<file path="src/rtl/irq_arb_pkg.sv">
package irq_arb_pkg;

    localparam int CODE_W = 16;
    localparam int PARM_W = 32;
    localparam int KIND_W = 4;

    typedef enum logic [2:0] {
        CLS_NONE = 3'd0,
        CLS_PGM  = 3'd1,
        CLS_SVC  = 3'd2,
        CLS_MCHK = 3'd3,
        CLS_EXT  = 3'd4,
        CLS_IO   = 3'd5
    } cls_e;

    typedef enum logic [3:0] {
        PK_NONE,
        PK_EXC,
        PK_MCK_OK,
        PK_MCK_BAD,
        PK_MCK_HOLD,
        PK_EXT_Q,
        PK_TOD,
        PK_CPT,
        PK_IO
    } pick_e;

    typedef struct packed {
        logic [CODE_W-1:0] code;
        logic [PARM_W-1:0] parm;
    } ext_ent_t;

    typedef struct packed {
        logic [KIND_W-1:0] kind;
        logic [CODE_W-1:0] code;
        logic [PARM_W-1:0] parm;
    } mck_ent_t;

    typedef struct packed {
        logic tod;
        logic cpt;
        logic io;
    } evt_t;

    localparam logic [CODE_W-1:0] TOD_CODE    = 16'h1004;
    localparam logic [CODE_W-1:0] CPT_CODE    = 16'h1005;
    localparam logic [KIND_W-1:0] MCK_KIND_OK = 4'd1;

endpackage

</file>
<file path="src/rtl/irq_lifo.sv">
module irq_lifo #(
    parameter int DEPTH = 8,
    parameter int W     = 48
) (
    input  logic         clk,
    input  logic         rst,
    input  logic         push,
    input  logic         pop,
    input  logic [W-1:0] din,
    output logic [W-1:0] top,
    output logic         nonempty,
    output logic         ovf
);
    localparam int CW = $clog2(DEPTH + 1);
    localparam int AW = (DEPTH > 1) ? $clog2(DEPTH) : 1;

    logic [W-1:0]  mem [DEPTH];
    logic [CW-1:0] cnt;
    logic          full;
    logic [AW-1:0] top_idx;
    logic [AW-1:0] wr_idx;
    logic          do_pop;

    assign full     = (cnt == CW'(DEPTH));
    assign nonempty = (cnt != '0);
    assign do_pop   = pop && nonempty;
    assign top_idx  = AW'(cnt - 1'b1);
    assign wr_idx   = do_pop ? top_idx : AW'(cnt);
    assign top      = mem[top_idx];

    always_ff @(posedge clk) begin
        if (rst) begin
            cnt <= '0;
            ovf <= 1'b0;
        end else if (do_pop) begin
            if (!push) cnt <= cnt - 1'b1;
        end else if (push) begin
            if (full) ovf <= 1'b1;
            else      cnt <= cnt + 1'b1;
        end
    end

    // Entry storage: a simultaneous push and pop overwrites the top slot.
    always_ff @(posedge clk) begin
        if (push && (do_pop || !full)) mem[wr_idx] <= din;
    end

    p_pop_nonempty_r5: assert property (@(posedge clk) disable iff (rst)
        pop |-> nonempty);
    p_ovf_sticky_r12: assert property (@(posedge clk) disable iff (rst)
        ovf |=> ovf);
endmodule

</file>
<file path="src/rtl/irq_pick.sv">
module irq_pick
    import irq_arb_pkg::*;
(
    input  logic                exc_pend,
    input  logic                exc_kind,
    input  logic [CODE_W-1:0]   exc_code,
    input  logic [2:0]          class_en,
    input  logic                mck_gate,
    input  logic                mck_ne,
    input  mck_ent_t            mck_top,
    input  logic                ext_ne,
    input  ext_ent_t            ext_top,
    input  evt_t                evt,
    output pick_e               pick,
    output cls_e                cls,
    output logic [CODE_W-1:0]   code,
    output logic [PARM_W-1:0]   parm
);
    always_comb begin
        pick = PK_NONE;
        cls  = CLS_NONE;
        code = '0;
        parm = '0;
        if (exc_pend) begin
            pick = PK_EXC;
            cls  = exc_kind ? CLS_SVC : CLS_PGM;
            code = exc_code;
        end else if (class_en[2] && mck_ne) begin
            if (!mck_gate) begin
                pick = PK_MCK_HOLD;
            end else if (mck_top.kind != MCK_KIND_OK) begin
                pick = PK_MCK_BAD;
            end else begin
                pick = PK_MCK_OK;
                cls  = CLS_MCHK;
                code = mck_top.code;
                parm = mck_top.parm;
            end
        end else if (class_en[1] && (ext_ne || evt.tod || evt.cpt)) begin
            cls = CLS_EXT;
            if (ext_ne) begin
                pick = PK_EXT_Q;
                code = ext_top.code;
                parm = ext_top.parm;
            end else if (evt.tod) begin
                pick = PK_TOD;
                code = TOD_CODE;
            end else begin
                pick = PK_CPT;
                code = CPT_CODE;
            end
        end else if (class_en[0] && evt.io) begin
            pick = PK_IO;
            cls  = CLS_IO;
        end
    end
endmodule

</file>
<file path="src/rtl/irq_class_arbiter.sv">
module irq_class_arbiter
    import irq_arb_pkg::*;
#(
    parameter int EXT_DEPTH = 8,
    parameter int MCK_DEPTH = 8
) (
    input  logic        clk,
    input  logic        rst,
    input  logic        take_i,
    input  logic        exc_pend_i,
    input  logic        exc_kind_i,
    input  logic [15:0] exc_code_i,
    input  logic [2:0]  class_en_i,
    input  logic        mck_gate_i,
    input  logic        tod_set_i,
    input  logic        cpt_set_i,
    input  logic        io_set_i,
    input  logic        ext_push_i,
    input  logic [15:0] ext_code_i,
    input  logic [31:0] ext_parm_i,
    input  logic        mck_push_i,
    input  logic [3:0]  mck_kind_i,
    input  logic [15:0] mck_code_i,
    input  logic [31:0] mck_parm_i,
    output logic        grant_o,
    output logic [2:0]  grant_cls_o,
    output logic [15:0] grant_code_o,
    output logic [31:0] grant_parm_o,
    output logic        cpu_irq_o,
    output logic        ext_ovf_o,
    output logic        mck_ovf_o,
    output logic        mck_err_o
);
    localparam int EXT_W = $bits(ext_ent_t);
    localparam int MCK_W = $bits(mck_ent_t);

    evt_t        evt_q;
    ext_ent_t    ext_in, ext_top;
    mck_ent_t    mck_in, mck_top;
    logic        ext_ne, mck_ne, ext_pop, mck_pop;
    pick_e       pick;
    cls_e        cls;
    logic [CODE_W-1:0] code;
    logic [PARM_W-1:0] parm;

    assign ext_in  = '{code: ext_code_i, parm: ext_parm_i};
    assign mck_in  = '{kind: mck_kind_i, code: mck_code_i, parm: mck_parm_i};
    assign ext_pop = take_i && (pick == PK_EXT_Q);
    assign mck_pop = take_i && ((pick == PK_MCK_OK) || (pick == PK_MCK_BAD));

    irq_lifo #(.DEPTH(EXT_DEPTH), .W(EXT_W)) u_ext_q (
        .clk(clk), .rst(rst), .push(ext_push_i), .pop(ext_pop),
        .din(ext_in), .top(ext_top), .nonempty(ext_ne), .ovf(ext_ovf_o)
    );

    irq_lifo #(.DEPTH(MCK_DEPTH), .W(MCK_W)) u_mck_q (
        .clk(clk), .rst(rst), .push(mck_push_i), .pop(mck_pop),
        .din(mck_in), .top(mck_top), .nonempty(mck_ne), .ovf(mck_ovf_o)
    );

    irq_pick u_pick (
        .exc_pend(exc_pend_i), .exc_kind(exc_kind_i), .exc_code(exc_code_i),
        .class_en(class_en_i), .mck_gate(mck_gate_i),
        .mck_ne(mck_ne), .mck_top(mck_top), .ext_ne(ext_ne), .ext_top(ext_top),
        .evt(evt_q), .pick(pick), .cls(cls), .code(code), .parm(parm)
    );

    // Event flags: a new set in the same cycle as a service wins.
    always_ff @(posedge clk) begin
        if (rst) begin
            evt_q <= '0;
        end else begin
            evt_q.tod <= (evt_q.tod && !(take_i && pick == PK_TOD)) || tod_set_i;
            evt_q.cpt <= (evt_q.cpt && !(take_i && pick == PK_CPT)) || cpt_set_i;
            evt_q.io  <= (evt_q.io  && !(take_i && pick == PK_IO))  || io_set_i;
        end
    end

    always_ff @(posedge clk) begin
        if (rst) begin
            grant_o      <= 1'b0;
            grant_cls_o  <= CLS_NONE;
            grant_code_o <= '0;
            grant_parm_o <= '0;
            mck_err_o    <= 1'b0;
        end else begin
            grant_o      <= take_i && (cls != CLS_NONE);
            grant_cls_o  <= take_i ? cls : CLS_NONE;
            grant_code_o <= take_i ? code : '0;
            grant_parm_o <= take_i ? parm : '0;
            if (take_i && pick == PK_MCK_BAD) mck_err_o <= 1'b1;
        end
    end

    assign cpu_irq_o = ext_ne || mck_ne || evt_q.tod || evt_q.cpt || evt_q.io;

    p_exc_first_r1: assert property (@(posedge clk) disable iff (rst)
        (take_i && exc_pend_i) |=>
            (grant_o && (grant_cls_o == CLS_PGM || grant_cls_o == CLS_SVC)));
    p_mck_hold_r7: assert property (@(posedge clk) disable iff (rst)
        (take_i && !exc_pend_i && class_en_i[2] && mck_ne && !mck_gate_i) |=>
            (!grant_o && mck_ne));
    p_err_sticky_r8: assert property (@(posedge clk) disable iff (rst)
        mck_err_o |=> mck_err_o);
    p_grant_after_take_r10: assert property (@(posedge clk) disable iff (rst)
        grant_o |-> $past(take_i));
endmodule

</file>
<file path="config.mk">
export PLATFORM = sky130hd
export DESIGN_NAME = irq_class_arbiter
export DESIGN_NICKNAME = d
export VERILOG_FILES = /design/src/rtl/irq_arb_pkg.sv /design/src/rtl/irq_lifo.sv /design/src/rtl/irq_pick.sv /design/src/rtl/irq_class_arbiter.sv
export SDC_FILE = /design/constraint.sdc
export NUM_CORES = 1
export LEC_CHECK = 0
export CAP_MARGIN = 25
export CORE_MARGIN = 5
export CORE_UTILIZATION = 59
export CTS_CLUSTER_SIZE = 20
export DETAILED_ROUTE_END_ITERATION = 8
export PLACE_DENSITY = 0.79
export RECOVER_POWER = 50
export SLEW_MARGIN = 10
export SYNTH_ARGS = -nofsm -noshare
export SYNTH_HDL_FRONTEND = slang
export SYNTH_SLANG_ARGS = --single-unit
</file>
<file path="constraint.sdc">
create_clock -name clk -period 6.7 [get_ports clk]
set_input_delay 2.01 -clock clk [delete_from_list [all_inputs] [get_ports clk]]
set_output_delay 2.01 -clock clk [all_outputs]
set_load 0.02 [all_outputs]
</file>
* Word level (Yosys, flattened, before mapping)
Memory sizes are Yosys's and may differ from the RTL's. Index checks and enable logic that the tools add are counted. Widths: inputs -> output; s select.
Word-level totals: register bits 66, memory bits (writable) 800, input bits 130, output and inout bits 56, memories 2
Memories:
- u_mck_q.mem | depth 8, bits a word 52, rd ports 1, clocked after memory_dff 0, wr ports 1, line irq_lifo.sv:17 | logic [W-1:0] mem [DEPTH];
- u_ext_q.mem | depth 8, bits a word 48, rd ports 1, clocked after memory_dff 0, wr ports 1, line irq_lifo.sv:17
Cells by class: add/subtract/negate cells 4, equality and inequality tests 13, multiplexer cells 41, bitwise gates (word level) 3, reductions and logical operators 45
Operators by type and width (count):
- $mux 32 | 5
- $mux 16 | 6
- $mux 4 | 14
- $mux 3 | 7
- $logic_and 1x1->1 | 17
- $eq 4x3->1 const B | 3
- $eq 4x4->1 const B | 3
- $logic_or 1x1->1 | 12
- $reduce_and 3->1 | 4
- $add 4x1->4 const B | 2
- $eq 4x2->1 const B | 2
- $ne 2x2->1 const B | 4
- $reduce_bool 4->1 | 2
- $sub 4x1->4 const B | 2
- $mux 1 | 7
- $logic_not 1->1 | 5
- $mux 2 | 2
- $ne 4x1->1 const B | 1
- $reduce_bool 2->1 | 2
- $not 1->1 | 3
- $reduce_bool 3->1 | 1
- $reduce_or 3->1 | 1
- $reduce_or 2->1 | 1

* Logic depth before layout (Yosys ltp)
Gate-level depths: netlist of the first run.
word-level depth 15, mapped depth 13

* Cells and area by module
Synthesis of the first run repeated with hierarchy kept, for this count alone.
Unflattened totals: cell total of the unflattened synthesis 1560, area total of the unflattened synthesis 33636.0 um2
Modules (own cells, without submodules):
- irq_lifo (u_mck_q) | times used 1, cells each 680, area each 16188.0 um2
- irq_lifo (u_ext_q) | times used 1, cells each 644, area each 15014.4 um2
- irq_class_arbiter | times used 1, cells each 134, area each 1610.3 um2
- irq_pick | times used 1, cells each 102, area each 823.3 um2

* Worst setup path after synthesis of the first run
No wires, ideal clock.
path kind input port to flip-flop, start point in take_i, end point mem u_mck_q.mem[2][0] (netlist name) (enable), arrival 5.440 ns, slack 0.792 ns, stages on the path 8, buffers on the path 2, cell sequence nor2b_1 buf_2 nand4_1 buf_2 ha_1 inv_1 o211ai_1 nor2b_1
On the way: word-level cells in the longest chain between the ends 6
Ends and longest elaborated chain:
- from (decl) | line irq_class_arbiter.sv:9 | input logic take_i,
- $logic_and 1x1->1 (*) | line irq_class_arbiter.sv:49 | assign mck_pop = take_i && ((pick == PK_MCK_OK) || (pick == PK_MCK_BAD));
- $logic_and 1x1->1 (*) | line irq_lifo.sv:26 | assign do_pop = pop && nonempty;
- $logic_or 1x1->1 | line irq_lifo.sv:45 | if (push && (do_pop || !full)) mem[wr_idx] <= din;
- $logic_and 1x1->1 | line irq_lifo.sv:45
- $mux 1 | line irq_lifo.sv:45
- $mux 1 (not written as such) | line irq_lifo.sv:45
- to (decl) | line irq_lifo.sv:17
Mark *: on every way between the ends. The rest lies on a longest branch, timed or not.

* Worst setup path after layout of the first run
start point in exc_pend_i, end point mem u_mck_q.mem[2][8] (netlist name) (enable)
On the way: word-level cells in the longest chain between the ends 9
Ends and longest elaborated chain:
- from (decl) | line irq_class_arbiter.sv:10 | input logic exc_pend_i,
- $mux 4 (*) | line irq_pick.sv:24 | if (exc_pend) begin
- $eq 4x2->1 | line irq_class_arbiter.sv:49
- $logic_or 1x1->1 (*) | line irq_class_arbiter.sv:49
- $logic_and 1x1->1 (*) | line irq_class_arbiter.sv:49
- $logic_and 1x1->1 (*) | line irq_lifo.sv:26
- $logic_or 1x1->1 | line irq_lifo.sv:45
- $logic_and 1x1->1 | line irq_lifo.sv:45
- $mux 1 | line irq_lifo.sv:45
- $mux 1 (not written as such) | line irq_lifo.sv:45
Marked as above.

==> impl_summary.md, run 1 <==
Clock network
The clock tree root buffer cell is sky130_fd_sc_hd__clkbuf_16. The register clock-pin slew on the reported worst setup and hold paths is 60 ps. The total clock buffers created by CTS is 83. In this run the deepest clock path goes through 3 buffers. The total number of H-tree levels is 3. The post-cts resize count is 0. The post-CTS setup-driven buffer insertion count is 0. Buffers inserted to repair hold after CTS numbered 0. For the worst-skew pair, the clock arrives at the later sink with an insertion delay of 630 ps.

The TritonCTS clock tree is done. The clock drives 866 sinks.

Die
During I/O placement, the number of pins put on the boundary was 186. The die width is 246 um. The floorplan die area is 60,400 um^2. For this configuration, the core starts out at a cell density of 59.5%. From bottom edge to top edge, the die measures 246 um. The total core area is 55,100 um^2.

The number of placement rows is 86.

STA
The worst clock skew on the final layout is 22.4 ps. The share of the cycle needed by the critical path after routing is 80.5%. At the pin with the least slew margin, the transition time is 1650 ps. Setup repair after global routing left no endpoint under its margin.

Summed over all failing endpoints, the final setup total negative slack is 0 ps. The worst path meets setup with 1310 ps of slack. The worst pin sits at a relative slew slack of -9.98%. The highest attainable clock frequency is 185 MHz. The count of final hold-check violations is 0. The count of final max-slew check failures came to 33. The number of endpoints failing setup at the final stage is 0. The worst path needs 5390 ps of the cycle, external delays included.

Drt
The routed wirelength normalized by instance count is 28.0 um. Before antenna repair, the detailed router went through 5 iterations. Dividing the detail-routed via count by the number of cells gives 6.24. The number of nets with antenna violations after detailed routing is 0.

In the routed design, unresolved DRC markers number 0. Summed over all layers, the routed wires come to 73,600 um. Summing over every cut layer, the via total after detailed routing is 16,400. The first routing iteration left 1,725 violations.

Layout
The signed area change from the synthesized netlist to the final layout is 17.2%. The share of layout cells above drive strength 1 is 20.1%. For this run, the post-layout net count is 1,949.

The multi-input combinational cells in the finished layout cover a total of 7200 um^2. The register area is 25,400 um^2. The layout has 3,264 filler cells.

Excluding fillers, the count of instances in the completed layout stands at 2,625.

Synth
The synthesized area per cell is 20.7 um^2. Synthesis produced a netlist whose cell count is 1,586. In the post-synthesis netlist, the biggest area contributors are sky130_fd_sc_hd__edfxtp_1, sky130_fd_sc_hd__mux4_2, sky130_fd_sc_hd__dfxtp_1. The number of enable-type register cells in the synthesized netlist is 800. Of all flip-flops after synthesis, the portion carrying an async set or reset was 0%. The count of synthesis-stage warnings from yosys is 0. In the synthesized netlist, the cells that appear most often are sky130_fd_sc_hd__edfxtp_1, sky130_fd_sc_hd__mux4_2, sky130_fd_sc_hd__nand2_1. The top cell type by area accounts for 73.2% of the synthesized area.

The synthesized netlist occupies a cell area of 32,800 um^2. The dominant synthesized flop cell is sky130_fd_sc_hd__edfxtp_1. The synthesized design spends more area on one cell type than any other, namely sky130_fd_sc_hd__edfxtp_1.

sky130_fd_sc_hd__edfxtp_1 is the most common cell in the netlist. Counting flops and latches in the post-synthesis netlist gives 866. The count of cell types in the netlist is 53.

The net count after synthesis is 1,726. The register area share after synthesis is 77.3%.

Run status
The run finished, with violations left. The checks that failed: max-capacitance violations, max-slew violations.

Critical path
STA classifies the critical path endpoint as a flop. The worst setup path is launched from a primary input. The required time of the worst setup path is 7020 ps. Data arrives at the worst endpoint at 5710 ps.

The critical path is of the primary input to flop type. Of all nets on the critical path, the largest fanout is 22.

Global routing
The number of global-route vias before repair is 17,100. For this run the aggregate overflow at the end of global routing stands at 0. The initial antenna violation count was 10. The global-route wire length before repair is 109,000 um.

Entering global routing, the biggest net connects 66 pins. Global routing used 24.5% of the available tracks.

Job
The max capacitance violation total is 1.

Placement
OpenSTA, run right after detailed placement, puts the worst setup slack at 1310 ps. The congestion estimate from routability-driven global placement came to 0.927. After detailed placement, the design holds a cell count of 2,470. Port buffering added 185 buffers. The sum of net half-perimeters after detailed placement is 44,500 um.

Pwr
The analysis attributes to cell leakage a power of 12.6 nW. VDD sags by at most 0.223 mV. The power density over the cells is 320 nW/um^2.

Min path
The class of the most critical hold timing path is flop to flop.
## final cells by class
type / instances / share of cell area [%]
Timing Repair Buffer: 222 / 5.84
Inverter: 17 / 0.166
Tap cell: 748 / 2.43
Multi-Input combinational cell: 619 / 18.7
Clock buffer: 107 / 5.84
Antenna cell: 5 / 0.0325
Clock inverter: 41 / 1.00
Sequential cell: 866 / 65.9
## state kept, by name, indices dropped and copies added (netlist names)
register	count
grant_o	1
u_ext_q.mem	384
u_mck_q.mem	416
u_mck_q.ovf	1
grant_code_o	16
grant_cls_o	3
u_ext_q.ovf	1
grant_parm_o	32
u_mck_q.cnt	4
mck_err_o	1
evt_q	3
u_ext_q.cnt	4
## metal layers
metal	vias to the layer above	global-route usage (%)	part of all wire, %	routed length, um
li1	6975	-	-	-
met5	-	0	0.062	46
met4	8	8.43	3.3	2410
met2	822	38.8	48	35700
met3	136	6.36	9.1	6680
met1	8427	33.9	39	28800
## layout by cell type (no fill, tap or decap), types with 10 or more instances in the layout
cell / n
sky130_fd_sc_hd__edfxtp_1: 800
sky130_fd_sc_hd__mux4_2: 192
sky130_fd_sc_hd__dlygate4sd3_1: 147
sky130_fd_sc_hd__nand2_1: 94
sky130_fd_sc_hd__clkbuf_16: 83
sky130_fd_sc_hd__mux2i_1: 71
sky130_fd_sc_hd__dfxtp_1: 64
sky130_fd_sc_hd__a21oi_1: 40
sky130_fd_sc_hd__clkdlybuf4s50_1: 38
sky130_fd_sc_hd__nor2_1: 35
sky130_fd_sc_hd__o22ai_1: 32
sky130_fd_sc_hd__buf_4: 25
sky130_fd_sc_hd__o21ai_0: 19
sky130_fd_sc_hd__clkbuf_1: 19
sky130_fd_sc_hd__inv_1: 17
sky130_fd_sc_hd__nand4_1: 17
sky130_fd_sc_hd__nor2_4: 14
sky130_fd_sc_hd__clkinv_2: 13
sky130_fd_sc_hd__clkinv_1: 12
sky130_fd_sc_hd__nand3_1: 10
## worst max-delay path, stage by stage
cell and delay, ps:
sky130_fd_sc_hd__dlygate4sd3_1 520, sky130_fd_sc_hd__clkbuf_1 620, sky130_fd_sc_hd__nor2b_1 110, sky130_fd_sc_hd__clkbuf_1 300, sky130_fd_sc_hd__nand4_1 180, sky130_fd_sc_hd__buf_4 220, sky130_fd_sc_hd__ha_1 260, sky130_fd_sc_hd__inv_1 50
sky130_fd_sc_hd__o211ai_1 310, sky130_fd_sc_hd__nor2b_4 750, sky130_fd_sc_hd__buf_4 330
## report_power, final
group / internal, mW / total (mW) / switching [mW]
Clock: 2.61 / 4.54 / 1.93
Sequential: 6.14 / 6.22 / 0.0858
Combinational: 0.626 / 1.55 / 0.923
Total: 9.37 / 12.3 / 2.94
## final timing paths
kind / slack (ps) / end / from / cells after the start
max: 1310 / u_mck_q.mem[2][8] / exc_pend_i / 11
min: 490 / evt_q[1] / evt_q[1] / 2
max reg2reg: 2090 / u_ext_q.mem[7][44] / u_mck_q.cnt[0] / 9
min reg2reg: 490 / evt_q[1] / evt_q[1] / 2
## through the flow
stage / util, % / instance area (um^2) / total power, mW / hold slack (ps)
4_1_cts: 69.7 / 38400 / 12.4 / 489
6_report: 69.8 / 38400 / 12.3 / 494
2_1_floorplan: - / 32800 / 7.27 / 454
3_5_place_dp: 64.9 / 35800 / 7.88 / 479
5_1_grt: 69.8 / 38400 / 12.7 / 532
3_3_place_gp: 64.9 / 35800 / 7.83 / 477
## cells by family (layout without fill, tap and decap cells)
| group | Yosys count | in the layout | share of synthesized area (%) |
|---|---|---|---|
| compound gates | 129 | 129 | 2.50 |
| xor+xnor | 7 | 7 | 0.187 |
| fa+ha+maj | 10 | 10 | 0.381 |
| buf+inv | 101 | 387 | 1.32 |
| flops | 866 | 866 | 77.3 |
| mux | 264 | 264 | 15.4 |
| other cells | 0 | 5 | 0 |
| simple gates | 209 | 209 | 2.95 |
No activity file was read; power rests on OpenSTA's default activity.
==> run 2: changes to the inputs <==
--- a/config.mk
+++ b/config.mk
@@ -7,10 +7,10 @@
 export LEC_CHECK = 0
 export CAP_MARGIN = 25
 export CORE_MARGIN = 5
-export CORE_UTILIZATION = 59
+export CORE_UTILIZATION = 53
 export CTS_CLUSTER_SIZE = 20
 export DETAILED_ROUTE_END_ITERATION = 8
-export PLACE_DENSITY = 0.79
+export PLACE_DENSITY = 0.75
 export RECOVER_POWER = 50
 export SLEW_MARGIN = 10
 export SYNTH_ARGS = -nofsm -noshare
==> constraint.sdc (replaced) <==
create_clock -name clk -period 4.4 [get_ports clk]
set_input_delay 1.32 -clock clk [delete_from_list [all_inputs] [get_ports clk]]
set_output_delay 1.32 -clock clk [all_outputs]
set_load 0.02 [all_outputs]
==> run 2 against run 1 <==
Net effect: the flow now finishes without violations; final cell count rose by 2.2%; register-to-register slack got worse by 1400 ps; utilization fell by 6.7 points; clock power rose by 54%; via count fell by 0.48%; worst hold slack improved by 24 ps; cell area rose by 0.86%; clock skew fell by 5.1 ps; critical path depth fell by 6; highest routed layer unchanged.
==> impl_summary.md, run 2 (synthesis gave the netlist of run 1 again) <==
Drt
The post-detailed-route DRC marker count came to 0 (unchanged). The violation count after the first detailed-routing iteration is 1,404 (-19%). The first-pass detailed-route iteration total was 5 (unchanged). The routed wirelength normalized by instance count is 26.5 um (-5.5%).

The routed via count is 16,300 (-0.48%). The final wirelength was 71,100 um (-3.4%). The vias per cell was 6.07 (-2.7%). The number of nets with antenna violations after detailed routing came to 0 (unchanged).

Global routing
The most used routing layer is met2. The global-route track usage on met3 is 4.44% (-1.9 points). The number of global-route vias before repair is 16,800 (-1.8%).

The initial antenna violation count is 9 (-1). The pin count of the biggest net entering global routing was 100 (+52%). The global route total overflow came to 0 (unchanged).

The global-route wire length before repair was 107,000 um (-2.0%). The global-route track usage on met1 came to 30.8% (-3.1 points). The global-route total usage across every layer came to 21.3% (-3.2 points).

The met2 capacity usage during global routing is 33.4% (-5.5 points).

STA
The transition at the pin with the smallest max-transition slack is 955 ps (-695 ps). Static timing analysis puts the maximum clock frequency at 242 MHz. The worst path setup slack after routing is 269 ps (-1040 ps). The count of final max-slew check failures was 0 (-100%). The count of final hold-check violations was 0 (unchanged). The worst clock skew on the final layout is 17.3 ps (-5.14 ps).

Dividing the final minimum period by the clock period gives 93.9%. The relative slew slack is 35.9% (+46 points). The sum of negative setup slack is 0 ps (unchanged). The number of endpoints failing setup at the final stage is 0 (unchanged).

The final critical-path required period is 4130 ps. Setup repair after global routing left no endpoint under its margin.

Clock network
The maximum buffer depth of the clock tree came to 3 (unchanged). The number of sinks driven by the clock tree was 866 (unchanged). The TritonCTS clock tree is done. The tree is rooted in a sky130_fd_sc_hd__clkbuf_16.

The number of hold buffers added after cts was 0 (unchanged). The register clock-pin slew on the reported worst setup and hold paths came to 60 ps (about the same). The post-cts resize count is 0 (unchanged).

The total clock buffers created by CTS is 85 (+2.4%). The post-CTS setup-driven buffer insertion count was 0 (unchanged). The total number of H-tree levels is 3 (unchanged). The clock latency on the worst-skew pair was 620 ps (about the same).

Die
The total core area is 61,500 um^2 (+12%). The vertical extent of the die is 259 um (+5.3%). The number of placement rows is 91 (+5.8%). The die width is 259 um (+5.3%). The initial core utilization is 53.3% (-6.2 points). The boundary pin count was 186 (unchanged). The floorplan die area was 67,000 um^2 (+11%).

Pwr
The power density over the cells is 485 nW/um^2 (+51%). The leakage power is 12.7 nW (+0.66%). The largest voltage drop on the vdd net is 0.351 mV (+58%).

Critical path
The category of the most critical setup path is flop to primary output. The startpoint of the most critical register-to-register path is u_mck_q.cnt[0]. The worst reg-to-reg setup slack is 680 ps (-1410 ps).

The largest driver fanout on the critical path was 15 (-32%). The depth of the worst register-to-register path was 9 (unchanged). The data arrival time of the critical path is 2810 ps (-2900 ps). The critical path endpoint category is a primary output. The launching element type of the critical path is a flop. The endpoint identified for the worst register-to-register timing path is u_ext_q.mem[7][25].

The required time of the worst setup path is 3080 ps (-3940 ps).

Run status
The flow ran to the end, and the final reports show no timing, DRC or antenna violations.

Layout
The number of flip-flops under the largest register name is 416 (unchanged). The number of nets in the finished design was 1,963 (+0.72%). The filler cell count is 4,085 (+25%). Ranked by flip-flop count, first place goes to u_mck_q.mem. The share of layout cells above drive strength 1 is 20.4% (+0.28 points). In the final layout, the registers with the most flip-flops are u_mck_q.mem x416, u_ext_q.mem x384, grant_parm_o x32.

The library cell used most frequently in the layout, excluding fill and tap cells, is sky130_fd_sc_hd__edfxtp_1. In the layout the commonest cells are sky130_fd_sc_hd__edfxtp_1, sky130_fd_sc_hd__mux4_2, sky130_fd_sc_hd__dlygate4sd3_1, sky130_fd_sc_hd__nand2_1, sky130_fd_sc_hd__clkbuf_16. The signed area change from the synthesized netlist to the final layout is 18.2%.

Min path
In this run the worst hold path is classified as flop to flop. The hold-critical path depth came to 2 (unchanged). For hold timing, the worst endpoint is evt_q[1]. The launch point of the worst hold path is evt_q[1].

Placement
The sum of net half-perimeters after detailed placement is 43,100 um (-3.1%). The final estimated routing congestion in global placement is 0.911 (-1.8%). The worst slack at placement is 198 ps (-1110 ps). The number of buffer cells added on primary ports is 185 (unchanged).

Job
The max capacitance violation total came to 0 (-1).
run 2: changes by cell type in the layout (fill, tap and decap cells not counted), moves of 2 or more:
cell,change
sky130_fd_sc_hd__clkbuf_16,+5
sky130_fd_sc_hd__inv_6,-2
sky130_fd_sc_hd__buf_12,+12
sky130_fd_sc_hd__dlygate4sd3_1,-4
sky130_fd_sc_hd__clkdlybuf4s50_1,+4
sky130_fd_sc_hd__clkinv_2,-2
sky130_fd_sc_hd__clkbuf_1,+10
sky130_fd_sc_hd__clkinvlp_4,+2
sky130_fd_sc_hd__clkbuf_8,-2
run 2: power by group:
group / switching (mW) / total [mW] / internal [mW]
Sequential: 0.0912 / 9.43 / 9.34
Combinational: 1.41 / 2.39 / 0.981
Clock: 2.92 / 6.99 / 4.07
Total: 4.42 / 18.8 / 14.4
run 2: worst max-delay path by stage:
stage / cells past startpoint / slack, ps / endpoint / startpoint
5_1_grt: 5 / 190 / cpu_irq_o / u_mck_q.cnt[0]
4_1_cts: 5 / 260 / cpu_irq_o / u_mck_q.cnt[0]
2_1_floorplan: 8 / -720 / u_mck_q.mem[6][0] / take_i
6_report: 5 / 270 / cpu_irq_o / u_mck_q.cnt[0]
3_3_place_gp: 8 / 270 / u_mck_q.mem[5][5] / take_i
3_5_place_dp: 8 / 200 / u_mck_q.mem[5][0] / take_i
run 2: routing by layer:
layer,up-vias,share of wire [%]
li1,6998,-
met5,-,0.011
met3,136,7.2
met2,736,48
met4,2,3.3
met1,8418,42
run 2: layout make-up:
cell class,instances,area [um^2],area share [%]
clock buffers,118,2370,6.12
multi-input cells,619,7200,18.6
well taps,790,988,2.55
clock inverters,36,327,0.842
repair buffers,234,2460,6.34
diodes,4,10.0,0.0258
inverters,17,63.8,0.165
flip-flops and latches,866,25400,65.4
run 2: worst max-delay path, cell delays in order, from the launching register on:
cell and delay (ps):
sky130_fd_sc_hd__dfxtp_4 430, sky130_fd_sc_hd__inv_1 320, sky130_fd_sc_hd__ha_4 280, sky130_fd_sc_hd__nor2b_1 370, sky130_fd_sc_hd__nand4_1 200, sky130_fd_sc_hd__clkdlybuf4s50_1 600
run 2: per-stage QoR:
stage / hold WS [ps] / area [um^2] / utilization [%] / cells / power, mW
floorplan: 454 / 32800 / - / 1586 / 11.1
global placement: 483 / 36100 / 58.6 / 2524 / 12.0
detailed placement: 501 / 36100 / 58.6 / 2524 / 12.0
CTS: 510 / 38800 / 63.0 / 2678 / 19.0
global route: 532 / 38800 / 63.1 / 2683 / 19.5
finish: 517 / 38800 / 63.1 / 2684 / 18.8
